--- src/rtl/pfd_pkg.sv ---
package pfd_pkg;
  typedef enum logic {CNT_UP = 1'b0, CNT_DOWN = 1'b1} cnt_dir_e;

  typedef struct packed {
    logic rise;
    logic fall;
  } edge_ev_t;
endpackage

--- src/rtl/pfd_edge_sync.sv ---
module pfd_edge_sync
  import pfd_pkg::*;
#(
  parameter int STAGES = 2
) (
  input  logic     clk,
  input  logic     rst,
  input  logic     din,
  output edge_ev_t ev
);
  logic [STAGES-1:0] chain;
  logic              prev;
  logic              lvl;

  generate
    if (STAGES == 1) begin : g_single
      always_ff @(posedge clk) begin
        if (rst) chain <= '0;
        else     chain <= din;
      end
    end else begin : g_multi
      always_ff @(posedge clk) begin
        if (rst) chain <= '0;
        else     chain <= {chain[STAGES-2:0], din};
      end
    end
  endgenerate

  assign lvl = chain[STAGES-1];

  always_ff @(posedge clk) begin
    if (rst) prev <= 1'b0;
    else     prev <= lvl;
  end

  always_comb begin
    ev.rise = lvl & ~prev;
    ev.fall = ~lvl & prev;
  end
endmodule

--- src/rtl/pfd_phase_counter.sv ---
module pfd_phase_counter
  import pfd_pkg::*;
#(
  parameter int           W    = 8,
  parameter cnt_dir_e     DIR  = CNT_UP,
  parameter logic [W-1:0] INIT = '0
) (
  input  logic         clk,
  input  logic         rst,
  input  logic         step,
  input  logic         hold,
  output logic [W-1:0] cnt
);
  logic [W-1:0] nxt;

  generate
    if (DIR == CNT_UP) begin : g_up
      assign nxt = cnt + {{(W-1){1'b0}}, 1'b1};
    end else begin : g_down
      assign nxt = cnt - {{(W-1){1'b0}}, 1'b1};
    end
  endgenerate

  always_ff @(posedge clk) begin
    if (rst)               cnt <= INIT;
    else if (step && !hold) cnt <= nxt;
  end
endmodule

--- src/rtl/pfd_range_cmp.sv ---
module pfd_range_cmp #(
  parameter int           W    = 8,
  parameter logic [W-1:0] HI_T = '1,
  parameter logic [W-1:0] LO_T = '0,
  parameter logic [W-1:0] MID  = '0
) (
  input  logic         clk,
  input  logic         rst,
  input  logic [W-1:0] n,
  output logic         at_hi,
  output logic         at_lo,
  output logic         at_mid
);
  always_ff @(posedge clk) begin
    if (rst) begin
      at_hi  <= 1'b0;
      at_lo  <= 1'b0;
      at_mid <= 1'b1;
    end else begin
      at_hi  <= (n >= HI_T);
      at_lo  <= (n <= LO_T);
      at_mid <= (n == MID);
    end
  end
endmodule

--- src/rtl/pfd_cycle_detector.sv ---
module pfd_cycle_detector
  import pfd_pkg::*;
#(
  parameter int W           = 8,
  parameter int SYNC_STAGES = 2,
  parameter int TU          = (1 << W) - 4,
  parameter int TL          = 3
) (
  input  logic         clk,
  input  logic         rst,
  input  logic         rf_i,
  input  logic         lo_i,
  output logic [W-1:0] code_o,
  output logic         sat_hi_o,
  output logic         sat_lo_o,
  output logic         lock_o
);
  localparam logic [W-1:0] ZERO_CODE = {1'b1, {(W-2){1'b0}}, 1'b1};
  localparam logic [W-1:0] TU_C      = TU[W-1:0];
  localparam logic [W-1:0] TL_C      = TL[W-1:0];

  edge_ev_t     rf_ev;
  edge_ev_t     lo_ev;
  logic         lo_fall;
  logic [W-1:0] rf_cnt;
  logic [W-1:0] lo_cnt;
  logic [W-1:0] phase_sum;

  pfd_edge_sync #(.STAGES(SYNC_STAGES)) rf_sync_i (
    .clk(clk), .rst(rst), .din(rf_i), .ev(rf_ev)
  );
  pfd_edge_sync #(.STAGES(SYNC_STAGES)) lo_sync_i (
    .clk(clk), .rst(rst), .din(lo_i), .ev(lo_ev)
  );

  pfd_phase_counter #(.W(W), .DIR(CNT_UP), .INIT(ZERO_CODE)) up_cnt_i (
    .clk(clk), .rst(rst), .step(rf_ev.rise), .hold(sat_hi_o), .cnt(rf_cnt)
  );
  pfd_phase_counter #(.W(W), .DIR(CNT_DOWN), .INIT('0)) dn_cnt_i (
    .clk(clk), .rst(rst), .step(lo_ev.rise), .hold(sat_lo_o), .cnt(lo_cnt)
  );

  assign lo_fall   = lo_ev.fall;
  assign phase_sum = rf_cnt + lo_cnt;

  always_ff @(posedge clk) begin
    if (rst)          code_o <= ZERO_CODE;
    else if (lo_fall) code_o <= phase_sum;
  end

  pfd_range_cmp #(.W(W), .HI_T(TU_C), .LO_T(TL_C), .MID(ZERO_CODE)) cmp_i (
    .clk(clk), .rst(rst), .n(code_o),
    .at_hi(sat_hi_o), .at_lo(sat_lo_o), .at_mid(lock_o)
  );
endmodule

--- config.mk ---
export PLATFORM = sky130hd
export DESIGN_NAME = pfd_cycle_detector
export DESIGN_NICKNAME = d
export VERILOG_FILES = /design/src/rtl/pfd_pkg.sv /design/src/rtl/pfd_edge_sync.sv /design/src/rtl/pfd_phase_counter.sv /design/src/rtl/pfd_range_cmp.sv /design/src/rtl/pfd_cycle_detector.sv
export SDC_FILE = /design/constraint.sdc
export NUM_CORES = 1
export LEC_CHECK = 0
export ABC_AREA = 0
export CAP_MARGIN = 25
export CORE_AREA = 4 4 65 67
export DETAILED_ROUTE_END_ITERATION = 16
export DIE_AREA = 0 0 69 71
export PLACE_DENSITY = 0.65
export SYNTH_ARGS = -nofsm -noshare
export SYNTH_HDL_FRONTEND = slang
export SYNTH_SLANG_ARGS = --single-unit
--- constraint.sdc ---
create_clock -name clk -period 3.1 [get_ports clk]
set_input_delay 0.62 -clock clk [delete_from_list [all_inputs] [get_ports clk]]
set_output_delay 0.62 -clock clk [all_outputs]
set_load 0.05 [all_outputs]
# --- After elaboration in Yosys (flattened, before gate mapping) ---
# Index checks and enable logic that the tools add are counted.
# Widths: inputs -> output; s select.
totals:
  regBits: 33
  latch_bits: 0
  ramBits: 0
  mem_bits_ro: 0
  in_bits: 4
  out_inout_bits: 11
  mem_count: 0
op_classes:
  add_sub_neg: 3
  multipliers: 0
  div: 0
  magnitude_cmp: 2
  eq_ne: 1
  n_shift: 0
  mux: 0
  n_bitwise: 6
  n_reduce_logical: 4
op_table:
  columns: ["op", "n"]
  rows:
  - ["$add 8x1->8 const B", 1]
  - ["$add 8x8->8", 1]
  - ["$eq 8x8->1 const B", 1]
  - ["$ge 8x8->1 const B", 1]
  - ["$le 8x2->1 const B", 1]
  - ["$sub 8x1->8 const B", 1]
  - ["$and 1x1->1", 3]
  - ["$not 1->1", 3]
  - ["$logic_and 1x1->1", 2]
  - ["$logic_not 1->1", 2]

# --- Logic depth before layout (Yosys ltp) ---
depth:
  ltp_word: 3
  ltp_mapped: 6
  depth_no_buf: 6

# --- By module ---
# From an unflattened synthesis, not the netlist that was laid out.
hier_totals:
  cells_unflattened: 176
  area_unflattened_um2: 1654.1
modules_own_cells:
  columns: ["module", "instances", "cells_per_inst", "area_each_um2"]
  rows:
  - ["pfd_cycle_detector", 1, 71, 616.8]
  - ["pfd_phase_counter at dn_cnt_i", 1, 39, 376.6]
  - ["pfd_phase_counter at up_cnt_i", 1, 38, 360.3]
  - ["pfd_edge_sync", 2, 8, 91.3]
  - ["pfd_range_cmp", 1, 12, 117.6]

# --- Least setup slack after synthesis ---
# No wires, ideal clock.
synth_path:
  path_type: "reg2reg"
  start: "register up_cnt_i.cnt[0]"
  end: "register code_o[6]"
  setup_ns: 0.125
  arrival_time_ns: 1.553
  path_slack_ns: 1.422
  stages_incl_launch_ff: 7
  cell_sequence: "dfxtp_1 ha_1 fa_1 a21o_1 a211oi_1 or3_1 nand3_1"
synth_via:
  elab_chain_cells: 1
synth_lines:
  columns: ["element", "line", "text"]
  rows:
  - ["start: declaration", "pfd_phase_counter.sv:12", "output logic [W-1:0] cnt"]
  - ["start signal: assignment", "pfd_phase_counter.sv:26", "else if (step && !hold) cnt <= nxt;"]
  - ["$add 8x8->8", "pfd_cycle_detector.sv:44", "assign phase_sum = rf_cnt + lo_cnt;"]
  - ["end signal: assignment", "pfd_cycle_detector.sv:48", "else if (lo_fall) code_o <= phase_sum;"]
  - ["end: declaration", "pfd_cycle_detector.sv:13", "output logic [W-1:0] code_o,"]
# No other way between the ends.
# A chain may end at the register's enable or synchronous reset.

# --- Worst setup path in the final report ---
layout_path:
  start: "register code_o[7]"
  end: "output code_o[7]"
# No word-level cell between the ends.

==> impl_metrics.env <==
export IMPL_startpoint_type="register"
export IMPL_finalCritPeriodShare_pct=69.64
export IMPL_cts_hold_buf=0
export IMPL_async_reset_ff_share_pct=0
export IMPL_yosysMostFrequentCell="dfxtp_1"
export IMPL_drive_gt1_share_pct=6.989
export IMPL_fin_crit_ns=2.159
export IMPL_cellInternalPower_uw=671.8
export IMPL_synth_edf_count=0
export IMPL_fin_skew_ns=0.008607
export IMPL_syn_inst=168
export IMPL_fp_dieH_um=71
export IMPL_critPathRequiredTime_ns=2.48
export IMPL_slew_headroom_pct=56.50
export IMPL_syn_area_um2=1534
export IMPL_cts_num_sinks=33
export IMPL_initial_core_util_pct=42.22
export IMPL_clock_fmax_ghz=0.4632
export IMPL_dieArea_um2=4899
export IMPL_ys_seq_area_share_pct=43.07
export IMPL_grt_first_pass_wirelength_um=5609
export IMPL_grt_max_degree=19
export IMPL_diodes=0
export IMPL_grt_overflow=0
export IMPL_yosysUniqueCellTypes=35
export IMPL_dr_pass1_iters=4
export IMPL_cts_resized_gates=0
export IMPL_path_cells="clkdlybuf4s50_1"
export IMPL_fillCellCount=341
export IMPL_wl_per_cell_um=13.31
export IMPL_post_cts_buffers=0
export IMPL_vias_per_cell=5.120
export IMPL_worst_ir_drop_vdd_uv=220.2
export IMPL_tightest_slew_ns=0.6505
export IMPL_slew_viol_final=0
export IMPL_ys_top_cells_by_count="33 x dfxtp_1, 18 x nor2_1, 15 x nand2_1, 12 x xor2_1"
export IMPL_status="finished clean"
export IMPL_cp_top_family="buffers and inverters"
export IMPL_crit_path_end_kind="output pin"
export IMPL_path_max_fanout=5
export IMPL_power_density_nw_per_um2=487.5
export IMPL_path_clk_slew_ns=0.06
export IMPL_clk_latency_ns=0.29
export IMPL_synth_top_area_cell="dfxtp_1"
export IMPL_grt_usage_pct=14.35
export IMPL_ant_nets=0
export IMPL_root_buffer="clkbuf_8"
export IMPL_via_count=1198
export IMPL_syn_area_per_cell_um2=9.131
export IMPL_dp_slack_ns=0.7853
export IMPL_grt_pass1_vias=1191
export IMPL_power_switching_uw=217.5
export IMPL_drv_cap=0
export IMPL_ios=15
export IMPL_drt_total_wl_um=3114
export IMPL_worst_endpoint_arrival_ns=1.54
export IMPL_drc=0
export IMPL_worst_slack_ns=0.9412
export IMPL_placed_cells=226
export IMPL_cp_buffers_inverters=1
export IMPL_nets=199
export IMPL_cpPeakStageDelay_ns=0.84
export IMPL_core_area_um2=3633
export IMPL_drt_iter0_drc=106
export IMPL_layoutNonFillerInstCount=234
export IMPL_io_buffers=14
export IMPL_power_leakage_uw=0.0007087
export IMPL_synth_fp_nets=182
export IMPL_tns_ns=0
export IMPL_combPwrFrac_pct=9.0
export IMPL_slowest_stage="clkdlybuf4s50_1"
export IMPL_num_rows=22
export IMPL_clockBufferDepth=2
export IMPL_switching_share_pct=24.46
export IMPL_place_congestion=0.7977
export IMPL_hold_class="register to register"
export IMPL_cts_tree="yes"
export IMPL_dieWidth_um=69
export IMPL_synth_top_area_share_pct=43.07
export IMPL_pwr_share_seq_pct=50.8
export IMPL_h_tree_depth=2
export IMPL_crit_type="register to output pin"
export IMPL_yosys_most_used_dff="dfxtp_1"
export IMPL_antenna_found_initial=0
export IMPL_hold_viol=0
export IMPL_yosys_warnings=0
export IMPL_p_clk_share_pct=40.1
export IMPL_setup_violations=0
export IMPL_synthToLayoutAreaGrowth_pct=18.92
export IMPL_rsz0062_at_grt="no"
export IMPL_synth_area_leaders="dfxtp_1 43%, ha_1 7.3%, xor2_1 6.9%, nor2_1 4.4%, nand2_1 3.7%"
export IMPL_hpwl_um=2384
export IMPL_synth_seq_cells=33
export IMPL_cts_buffers_inserted=5
[cell families (layout without fill, tap and decap cells)]
logic type               after synthesis  count (layout)  share of synthesized area, %
flip-flops                            33              33                         43.07
buffers and inverters                  9              27                         2.202
XOR/XNOR                              16              16                         9.135
AND/OR/NAND/NOR                       74              74                         26.43
AO/OA/AOI/OAI                         25              25                         9.870
multiplexers                           1               1                        0.6526
adder cells (fa/ha/maj)               10              10                         8.646
[through the flow]
stage | hold WS, ns | power (uW) | instance area, um2 | utilization [%]
2_1_floorplan | 0.4138 | 518.0 | 1534 | -
3_3_place_gp | 0.4217 | 539.6 | 1723 | 47.42
3_5_place_dp | 0.4364 | 542.6 | 1723 | 47.42
4_1_cts | 0.4520 | 900.5 | 1824 | 50.21
5_1_grt | 0.4647 | 931.9 | 1824 | 50.21
6_report | 0.4424 | 889.2 | 1824 | 50.21
[flip-flops by register name, indices dropped and copies added (netlist names)]
signal           flops
code_o               8
dn_cnt_i.cnt         8
up_cnt_i.cnt         8
lo_sync_i.chain      2
rf_sync_i.chain      2
cmp_i.at_hi          1
cmp_i.at_lo          1
cmp_i.at_mid         1
lo_sync_i.prev       1
rf_sync_i.prev       1
[per-layer routing]
layer	GRT usage [%]	vias to the layer above	part of all wire [%]
met5	0	-	0
met1	17.71	538	46
met3	4.830	7	5.9
li1	-	625	-
met4	6.941	0	2.1
met2	22.46	28	46
[placed cells by master, fill, tap and decap left out, drive strengths merged, types with 7 or more instances in the layout]
cell	count
nand2	15
ha	9
xor2	12
dfxtp	33
nand3	9
a21oi	9
clkdlybuf4s50	14
nor2	18
clkbuf	7
[power by group through the flow]
stage               Combinational [uW]  Clock (uW)  Sequential (uW)
floorplan                         52.5           0              465
CTS                               81.1         367              452
detailed placement                80.6           0              462
finish                            80.2         357              452
global placement                  78.5           0              461
global route                      91.3         387              454
[area by class of cell]
type                            instances  area [um2]  area share [%]
Multi-Input combinational cell        126       839.6           46.02
Sequential cell                        33       660.6           36.21
Timing Repair Buffer                   15       147.6           8.093
Clock buffer                            7       96.34           5.281
Tap cell                               48       60.06           3.292
Inverter                                4       15.01          0.8230
Clock inverter                          1       5.005          0.2743
[path summary, 6_finish.rpt]
kind,startpoint,endpoint,slack (ns),cells past startpoint
hold reg to reg,lo_sync_i.chain[0],lo_sync_i.chain[1],0.44,1
setup / recovery,code_o[7],code_o[7],0.94,1
hold / removal,lo_sync_i.chain[0],lo_sync_i.chain[1],0.44,1
setup reg to reg,up_cnt_i.cnt[0],code_o[6],1.21,6
(Power assumes the default switching activity.)
